===== src/rtl/excl_pkg.sv =====
package excl_pkg;
   typedef enum logic [1:0] {
      K_LOAD  = 2'b00,
      K_LDX   = 2'b01,
      K_STORE = 2'b10,
      K_STX   = 2'b11
   } req_kind_e;
endpackage


===== src/rtl/excl_resv_slot.sv =====
module excl_resv_slot #(
   parameter int ADDR_W = 4
) (
   input  logic              clk,
   input  logic              rst_n,
   input  logic              nxt_excl,
   input  logic [ADDR_W-1:0] nxt_tag,
   output logic              excl,
   output logic [ADDR_W-1:0] tag
);
   if (ADDR_W < 1) begin : g_bad_width
      $error("excl_resv_slot: ADDR_W must be at least 1");
   end

   always_ff @(posedge clk or negedge rst_n) begin
      if (!rst_n) begin
         excl <= 1'b0;
         tag  <= '0;
      end else begin
         excl <= nxt_excl;
         tag  <= nxt_tag;
      end
   end
endmodule


===== src/rtl/excl_word_file.sv =====
module excl_word_file #(
   parameter int ADDR_W = 4,
   parameter int DATA_W = 32,
   parameter int PORTS  = 4
) (
   input  logic                         clk,
   input  logic                         rst_n,
   input  logic [PORTS-1:0]             wr_en,
   input  logic [PORTS-1:0][ADDR_W-1:0] wr_addr,
   input  logic [PORTS-1:0][DATA_W-1:0] wr_data,
   input  logic [PORTS-1:0][ADDR_W-1:0] rd_addr,
   output logic [PORTS-1:0][DATA_W-1:0] rd_data
);
   localparam int DEPTH = 1 << ADDR_W;

   if (ADDR_W > 10) begin : g_bad_depth
      $error("excl_word_file: ADDR_W too large for a register file");
   end

   logic [DEPTH-1:0][DATA_W-1:0] words;

   // higher port index is applied last and wins on a shared address
   always_ff @(posedge clk or negedge rst_n) begin
      if (!rst_n) begin
         words <= '0;
      end else begin
         for (int p = 0; p < PORTS; p++) begin
            if (wr_en[p]) words[wr_addr[p]] <= wr_data[p];
         end
      end
   end

   for (genvar p = 0; p < PORTS; p++) begin : g_rd
      assign rd_data[p] = words[rd_addr[p]];
   end
endmodule


===== src/rtl/excl_monitor_hub.sv =====
module excl_monitor_hub
   import excl_pkg::*;
#(
   parameter int NUM_CORES = 4,
   parameter int ADDR_W    = 4,
   parameter int DATA_W    = 32
) (
   input  logic                          clk,
   input  logic                          rst_n,
   input  logic [NUM_CORES-1:0]          req_valid,
   input  logic [2*NUM_CORES-1:0]        req_kind,
   input  logic [NUM_CORES*ADDR_W-1:0]   req_addr,
   input  logic [NUM_CORES*DATA_W-1:0]   req_wdata,
   output logic [NUM_CORES-1:0]          rsp_valid,
   output logic [NUM_CORES-1:0]          rsp_status,
   output logic [NUM_CORES*DATA_W-1:0]   rsp_rdata,
   output logic [NUM_CORES-1:0]          wake_evt
);
   localparam int N = NUM_CORES;

   if (NUM_CORES < 1 || DATA_W < 1 || ADDR_W < 1) begin : g_bad_param
      $error("excl_monitor_hub: NUM_CORES, ADDR_W and DATA_W must be positive");
   end

   req_kind_e                   kind   [N];
   logic [N-1:0][ADDR_W-1:0]    addr;
   logic [N-1:0][DATA_W-1:0]    wdata;
   logic [N-1:0]                resv_excl;
   logic [N-1:0][ADDR_W-1:0]    resv_tag;
   logic [N-1:0][DATA_W-1:0]    mem_rd;
   logic [N-1:0]                commit;
   logic [N-1:0]                succ;
   logic [N-1:0]                lost;
   logic [N-1:0]                excl_nxt;
   logic [N-1:0][ADDR_W-1:0]    tag_nxt;
   logic [N-1:0][DATA_W-1:0]    rd_fwd;

   for (genvar i = 0; i < N; i++) begin : g_core
      assign kind[i]  = req_kind_e'(req_kind[2*i +: 2]);
      assign addr[i]  = req_addr[i*ADDR_W +: ADDR_W];
      assign wdata[i] = req_wdata[i*DATA_W +: DATA_W];

      excl_resv_slot #(.ADDR_W(ADDR_W)) u_slot (
         .clk      (clk),
         .rst_n    (rst_n),
         .nxt_excl (excl_nxt[i]),
         .nxt_tag  (tag_nxt[i]),
         .excl     (resv_excl[i]),
         .tag      (resv_tag[i])
      );
   end

   excl_word_file #(.ADDR_W(ADDR_W), .DATA_W(DATA_W), .PORTS(N)) u_words (
      .clk     (clk),
      .rst_n   (rst_n),
      .wr_en   (commit),
      .wr_addr (addr),
      .wr_data (wdata),
      .rd_addr (addr),
      .rd_data (mem_rd)
   );

   // requests are applied one after another in core-index order
   always_comb begin : p_serial
      logic [N-1:0]             cm, sc, xm, lp, hit;
      logic [N-1:0][ADDR_W-1:0] tm;
      logic [N-1:0][DATA_W-1:0] rd;
      cm = '0; sc = '0; xm = '0; lp = '0; hit = '0; tm = '0; rd = '0;
      for (int i = 0; i < N; i++) begin
         for (int j = 0; j < i; j++) begin
            if (cm[j] && addr[j] == resv_tag[i]) hit[i] = 1'b1;
         end
         lp[i] = resv_excl[i] && hit[i];
         xm[i] = resv_excl[i] && !hit[i];
         tm[i] = resv_tag[i];
         rd[i] = mem_rd[i];
         for (int j = 0; j < i; j++) begin
            if (cm[j] && addr[j] == addr[i]) rd[i] = wdata[j];
         end
         sc[i] = req_valid[i] && kind[i] == K_STX && xm[i] && resv_tag[i] == addr[i];
         cm[i] = req_valid[i] && (kind[i] == K_STORE || sc[i]);
         if (req_valid[i] && kind[i] == K_LDX) begin
            xm[i] = 1'b1;
            tm[i] = addr[i];
         end else if (req_valid[i] && kind[i] == K_STX) begin
            xm[i] = 1'b0;
         end
      end
      // writes later in the order hit reservations as they stand after each core's own step
      for (int i = 0; i < N; i++) begin
         for (int j = i + 1; j < N; j++) begin
            if (xm[i] && cm[j] && addr[j] == tm[i]) begin
               xm[i] = 1'b0;
               lp[i] = 1'b1;
            end
         end
      end
      commit   = cm;
      succ     = sc;
      lost     = lp;
      excl_nxt = xm;
      tag_nxt  = tm;
      rd_fwd   = rd;
   end

   always_ff @(posedge clk or negedge rst_n) begin
      if (!rst_n) begin
         rsp_valid  <= '0;
         rsp_status <= '0;
         rsp_rdata  <= '0;
         wake_evt   <= '0;
      end else begin
         rsp_valid <= req_valid;
         wake_evt  <= lost;
         for (int i = 0; i < N; i++) begin
            rsp_status[i] <= req_valid[i] && kind[i] == K_STX && !succ[i];
            rsp_rdata[i*DATA_W +: DATA_W] <=
               (req_valid[i] && (kind[i] == K_LOAD || kind[i] == K_LDX)) ? rd_fwd[i] : '0;
         end
      end
   end
endmodule


===== config.mk =====
export PLATFORM = sky130hd
export DESIGN_NAME = excl_monitor_hub
export DESIGN_NICKNAME = d
export VERILOG_FILES = /design/src/rtl/excl_pkg.sv /design/src/rtl/excl_resv_slot.sv /design/src/rtl/excl_word_file.sv /design/src/rtl/excl_monitor_hub.sv
export SDC_FILE = /design/constraint.sdc
export NUM_CORES = 2
export LEC_CHECK = 0
export BUFFER_PORTS_ARGS = -buffer_cell sky130_fd_sc_hd__buf_2
export CAP_MARGIN = 20
export CORE_ASPECT_RATIO = 1.25
export CORE_MARGIN = 8
export CORE_UTILIZATION = 45
export CTS_CLUSTER_DIAMETER = 100
export DETAILED_ROUTE_END_ITERATION = 10
export PLACE_DENSITY_LB_ADDON = 0.12
export SLEW_MARGIN = 0
export SYNTH_ARGS = -nofsm -noshare
export SYNTH_HDL_FRONTEND = slang
export SYNTH_SLANG_ARGS = --single-unit

===== constraint.sdc =====
create_clock -name clk -period 3.5 [get_ports clk]
set_input_delay 0.35 -clock clk [delete_from_list [all_inputs] [get_ports clk]]
set_output_delay 0.35 -clock clk [all_outputs]
set_load 0.05 [all_outputs]

======== Word-level counts from Yosys, hierarchy flattened ========
Cells that the tools add are included.
storage, ports and cells
  output and inout bits ................... 140
  bits in registers ....................... 672
  word-level logic and storage cells ...... 214
cells by class
  reductions and logical operators ........ 81
  mux-type cells .......................... 63
  equality and inequality tests ........... 34
  $lt $le $gt $ge ......................... 8
operators by type and width
  kind                                                                count
  bitwise mux 512 bit                                                 4
  2-to-1 mux 512 bit                                                  4
  2-to-1 mux 32 bit                                                   18
  binary-select mux 32 bit (select 4 bit)                             4
  demux 32 bit (select 4 bit)                                         4
  == test 4 bit                                                       22
  logical AND 1 bit                                                   62
  2-to-1 mux 1 bit                                                    26
  < comparator 4 x 5 -> 1 bit (second input constant)                 4
  == test 2 bit (second input constant)                               8
  greater-or-equal comparator 4 x 1 -> 1 bit (second input constant)  4
  2-to-1 mux 4 bit                                                    3
  == test 2 x 1 -> 1 bit (second input constant)                      4
  zero test 2 bit                                                     4
  logical OR 1 bit                                                    8
  zero test 1 bit                                                     7

======== Longest topological paths before layout ========
  depth in word-level cells ............... 33
  depth in mapped cells ................... 13
  depth with buffers taken out ............ 8

======== Modules after synthesis ========
From an unflattened synthesis, not the netlist that was laid out.
unflattened totals
  cells, all modules ...................... 5330
  area, all modules ....................... 54014.3 µm²
modules (own cells, without submodules)
  module            area an instance (µm²)  times used  sequential area each (µm²)  cells an instance
  excl_word_file    45879.0                 1           12812.3                     4581
  excl_monitor_hub  7634.8                  1           3503.4                      729
  excl_resv_slot    125.1                   4           125.1                       5

======== Worst setup path after synthesis ========
No wires, ideal clock.
  kind .................................... input to register
  start ................................... input req_addr[2]
  end ..................................... register u_words.words[236] in the netlist's numbering
  path buffers ............................ 5
  arrival time ............................ 2871 ps
  path slack .............................. 504 ps
  data required time ...................... 3375 ps
  cell stages on the path ................. 13
  cells stage by stage .................... buf_2 xor2_1 nor3_2 a31o_1 buf_4 nand2_1 a31o_1 buf_4 buf_4 nand2_1 clkbuf_1 mux2_2 mux2_2
on the way
  longest elaborated chain between the ends .. 29
ends and longest elaborated chain
  item                            RTL line                text
  start: declaration              excl_monitor_hub.sv:12  input logic [NUM_CORES*ADDR_W-1:0] req_addr,
  == test 4 bit                   excl_monitor_hub.sv:80  sc[i] = req_valid[i] && kind[i] == K_STX && xm[i] && resv_tag[i] == addr[i];
  logical AND 1 bit               excl_monitor_hub.sv:80
  logical OR 1 bit                excl_monitor_hub.sv:81  cm[i] = req_valid[i] && (kind[i] == K_STORE || sc[i]);
  logical AND 1 bit               excl_monitor_hub.sv:81
  logical AND 1 bit               excl_monitor_hub.sv:71  if (cm[j] && addr[j] == resv_tag[i]) hit[i] = 1'b1;
  2-to-1 mux 1 bit                excl_monitor_hub.sv:71
  zero test 1 bit                 excl_monitor_hub.sv:74  xm[i] = resv_excl[i] && !hit[i];
  logical AND 1 bit               excl_monitor_hub.sv:74
  [12 not listed]                 --
  logical AND 1 bit               excl_monitor_hub.sv:71
  2-to-1 mux 1 bit                excl_monitor_hub.sv:71
  zero test 1 bit                 excl_monitor_hub.sv:74
  logical AND 1 bit               excl_monitor_hub.sv:74
  logical AND 1 bit (2 in a row)  excl_monitor_hub.sv:80
  logical OR 1 bit                excl_monitor_hub.sv:81
  logical AND 1 bit               excl_monitor_hub.sv:81
  2-to-1 mux 512 bit *            excl_word_file.sv:28    if (wr_en[p]) words[wr_addr[p]] <= wr_data[p];
  end signal: indexed assignment  excl_word_file.sv:28
  end: declaration                excl_word_file.sv:20    logic [DEPTH-1:0][DATA_W-1:0] words;
Every way passes the cells marked *; elsewhere a longest branch is shown, timed or not.
A chain may end at the register's enable or synchronous reset.

======== Worst setup path after layout ========
  start ................................... register g_core[1].u_slot.tag[2]
  end ..................................... register u_words.words[89] in the netlist's numbering
on the way
  longest elaborated chain between the ends .. 26
ends and longest elaborated chain
  item                            RTL line                text
  start: declaration              excl_resv_slot.sv:9     output logic [ADDR_W-1:0] tag
  start signal: assignment        excl_resv_slot.sv:21    tag <= nxt_tag;
  == test 4 bit                   excl_monitor_hub.sv:71
  logical AND 1 bit               excl_monitor_hub.sv:71
  2-to-1 mux 1 bit                excl_monitor_hub.sv:71
  zero test 1 bit                 excl_monitor_hub.sv:74
  logical AND 1 bit               excl_monitor_hub.sv:74
  logical AND 1 bit               excl_monitor_hub.sv:80
  logical AND 1 bit *             excl_monitor_hub.sv:80
  logical OR 1 bit *              excl_monitor_hub.sv:81
  [9 not listed]                  --
  logical AND 1 bit               excl_monitor_hub.sv:71
  2-to-1 mux 1 bit                excl_monitor_hub.sv:71
  zero test 1 bit                 excl_monitor_hub.sv:74
  logical AND 1 bit               excl_monitor_hub.sv:74
  logical AND 1 bit (2 in a row)  excl_monitor_hub.sv:80
  logical OR 1 bit                excl_monitor_hub.sv:81
  logical AND 1 bit               excl_monitor_hub.sv:81
  2-to-1 mux 512 bit *            excl_word_file.sv:28
Marks and branches as above.

==> results.json <==
{
  "synth_cells": 5222,
  "ys_types": 55,
  "setup_tns_ns": 0,
  "regArea_um2": 16820,
  "drv_cap": 0,
  "die_x_um": 341.9,
  "rsz0062_at_grt": "no",
  "io_buffers": 297,
  "synth_most_common_cell": "mux2_2",
  "cts_made_buffers": 82,
  "layout_min_cycle_time_ns": 3.238,
  "core-area_um2": 131800,
  "firstDrtPassIters": 6,
  "synth_nets": 5380,
  "synthesis.area_um2": 59730,
  "viasPerCell": 6.937,
  "fillers": 11580,
  "fin_area_um2": 67900,
  "yosysWarnings": 0,
  "drt-wirelength-per-cell_um": 36.88,
  "fin_skew_ns": 0.02445,
  "cts_tree": "yes",
  "fmax_mhz": 308.9,
  "multiInputGateArea_um2": 40720,
  "rows": 149,
  "io_pins": 298,
  "htreeDepth": 3,
  "grt_start_max_net_pins": 86,
  "clkTransAtPathRegs_ns": 0.06,
  "syn2layout_area_growth_pct": 13.68,
  "synth_ff_type": "dfrtp_1",
  "wl_mm": 259.3,
  "dieArea_um2": 144700,
  "arrival_ns": 3.81,
  "p_leak_nw": 29.84,
  "antenna_found_initial": 21,
  "yosysSeqAreaShare_pct": 28.16,
  "dp_hpwl_mm": 165.4,
  "end_kind": "flip-flop",
  "ir_worst_vdd_mv": 0.4508,
  "grt_pass1_wl_mm": 366.9,
  "crit_required_ns": 4.08,
  "place.gp.congestion": 0.9206,
  "clk_path_buf_depth": 3,
  "synthArstFlopShare_pct": 100.0,
  "yosysTopAreaCell": "dfrtp_1",
  "netlist.area_leader.share_pct": 28.16,
  "start_kind": "flip-flop",
  "finalHoldViolations": 0,
  "slew_violations": 0,
  "setup_viol": 0,
  "cts_sinks": 672,
  "worst_pin_slew_ns": 1.205,
  "synthTopCellsByArea": "dfrtp_1, mux4_2, mux2_2, mux2i_1, o21ai_0",
  "fin_nets": 5368,
  "finalCritPeriodShare_pct": 92.50,
  "gr-total-overflow": 0,
  "drc": 0,
  "place_area_um2": 64820,
  "status": "completed",
  "p_per_area_nw_per_um2": 543.0,
  "num_vias": 48770,
  "groute.usage.overall_pct": 34.99,
  "clock_latency_ns": 0.71,
  "clock-root-buffer": "clkbuf_16",
  "avgSynthCellArea_um2": 11.44,
  "yosys_register_bits": 672,
  "grt_pass1_vias": 48410,
  "synth_common_cells": "mux2_2, dfrtp_1, mux4_2",
  "fp.dieH_um": 423.3,
  "slew_headroom_pct": 19.66,
  "min_path_type": "in2reg",
  "layout-drive-gt1-share_pct": 44.68,
  "path_max_fanout": 33,
  "cts_resized": 0,
  "initial_core_util_pct": 45.31,
  "synth_edf_count": 0,
  "path_class": "reg2reg",
  "drt_iter0_drc": 6031,
  "ant_nets": 0
}
registers in the layout, indices dropped and copies added, names as in the netlist:
register            cells
wake_evt                4
u_words.words         512
g_core.u_slot.tag      16
rsp_rdata             128
rsp_status              4
rsp_valid               4
g_core.u_slot.excl      4
worst paths after layout:
check	endpoint	start	cells after the start	slack, ns
worst max-delay path	u_words.words[89]	g_core[1].u_slot.tag[2]	11	0.26
worst min-delay path	rsp_rdata[106]	req_wdata[74]	3	0.04
worst max register to register	u_words.words[89]	g_core[1].u_slot.tag[2]	11	0.26
worst min register to register	rsp_status[0]	g_core[0].u_slot.excl	1	0.48
max in group asynchronous	u_words.words[493]	rst_n	3	2.02
min in group asynchronous	rsp_valid[2]	rst_n	2	0.31
logic make-up after synthesis:
group / Yosys count / synth area share [%]
flops: 672 / 28.16
compound gates: 646 / 6.054
simple gates: 846 / 5.947
mux: 2288 / 53.91
xor+xnor: 88 / 1.290
buf+inv: 682 / 4.638
through the flow:
step	instances	worst slack [ns]	hold WS, ns	util (%)	total power, mW
global route	7021	0.1718	0.05350	51.49	38.47
global placement	6849	0.2067	0.4546	49.18	26.74
finish	7031	0.2624	0.04000	51.51	36.87
CTS	7014	0.3193	0.007612	51.48	36.77
floorplan	5222	0.5044	0.05441	-	23.23
detailed placement	6849	0.1911	0.4601	49.18	27.21
layout by cell type, fill, tap and decap left out, types with 16 or more instances in the layout:
cell,n
nor2_1,284
nor2b_1,42
buf_4,148
clkbuf_1,16
mux2_1,84
a21oi_1,196
xnor2_1,29
o21ai_0,352
dfrtp_1,672
buf_2,280
xor2_1,59
clkbuf_16,86
mux2i_1,616
a211o_1,32
a211oi_1,33
diode_2,17
mux2_2,948
mux4_2,640
buf_12,121
nand2_1,411
timing repair:
| action | in CTS | in global routing |
|---|---|---|
| hold buffers | 13 | 0 |
| setup endpoints to repair | 0 | 0 |
| buffers inserted | 0 | 0 |
| endpoints found under the hold margin | 59 | 0 |
cell type report:
type	instances	share of cell area, %
antenna	17	0.06266
timing repair buffer	571	7.640
multi-input combinational	3868	59.97
sequential	672	24.77
inverter	15	0.08293
clock inverter	39	0.7943
clock buffer	113	3.481
tap	1736	3.199
report_power, final:
part	internal (mW)	leakage, nW	switching, mW
combinational	8.77	20.0	5.77
clock	5.63	1.41	3.92
sequential	9.93	8.42	2.84
total	24.3	29.8	12.5
layer usage:
metal	GRT usage, %	vias up	share of wire (%)
met4	23.51	12	7.9
met2	55.26	3053	46
met3	7.957	908	9.6
met1	42.67	25060	36
met5	0	-	0.028
li1	-	19740	-
worst max-delay path, stage by stage, from the launching register on:
cell and delay (ns):
dfrtp_1 0.44, xnor2_1 0.18, nand4_1 0.20, or2_1 0.32
o211ai_2 0.21, a31o_1 0.26, buf_12 0.22, buf_4 0.25
nand3_4 0.09, buf_12 0.21, mux2_2 0.35, mux2_2 0.26
No activity file was read; power rests on OpenSTA's default activity.
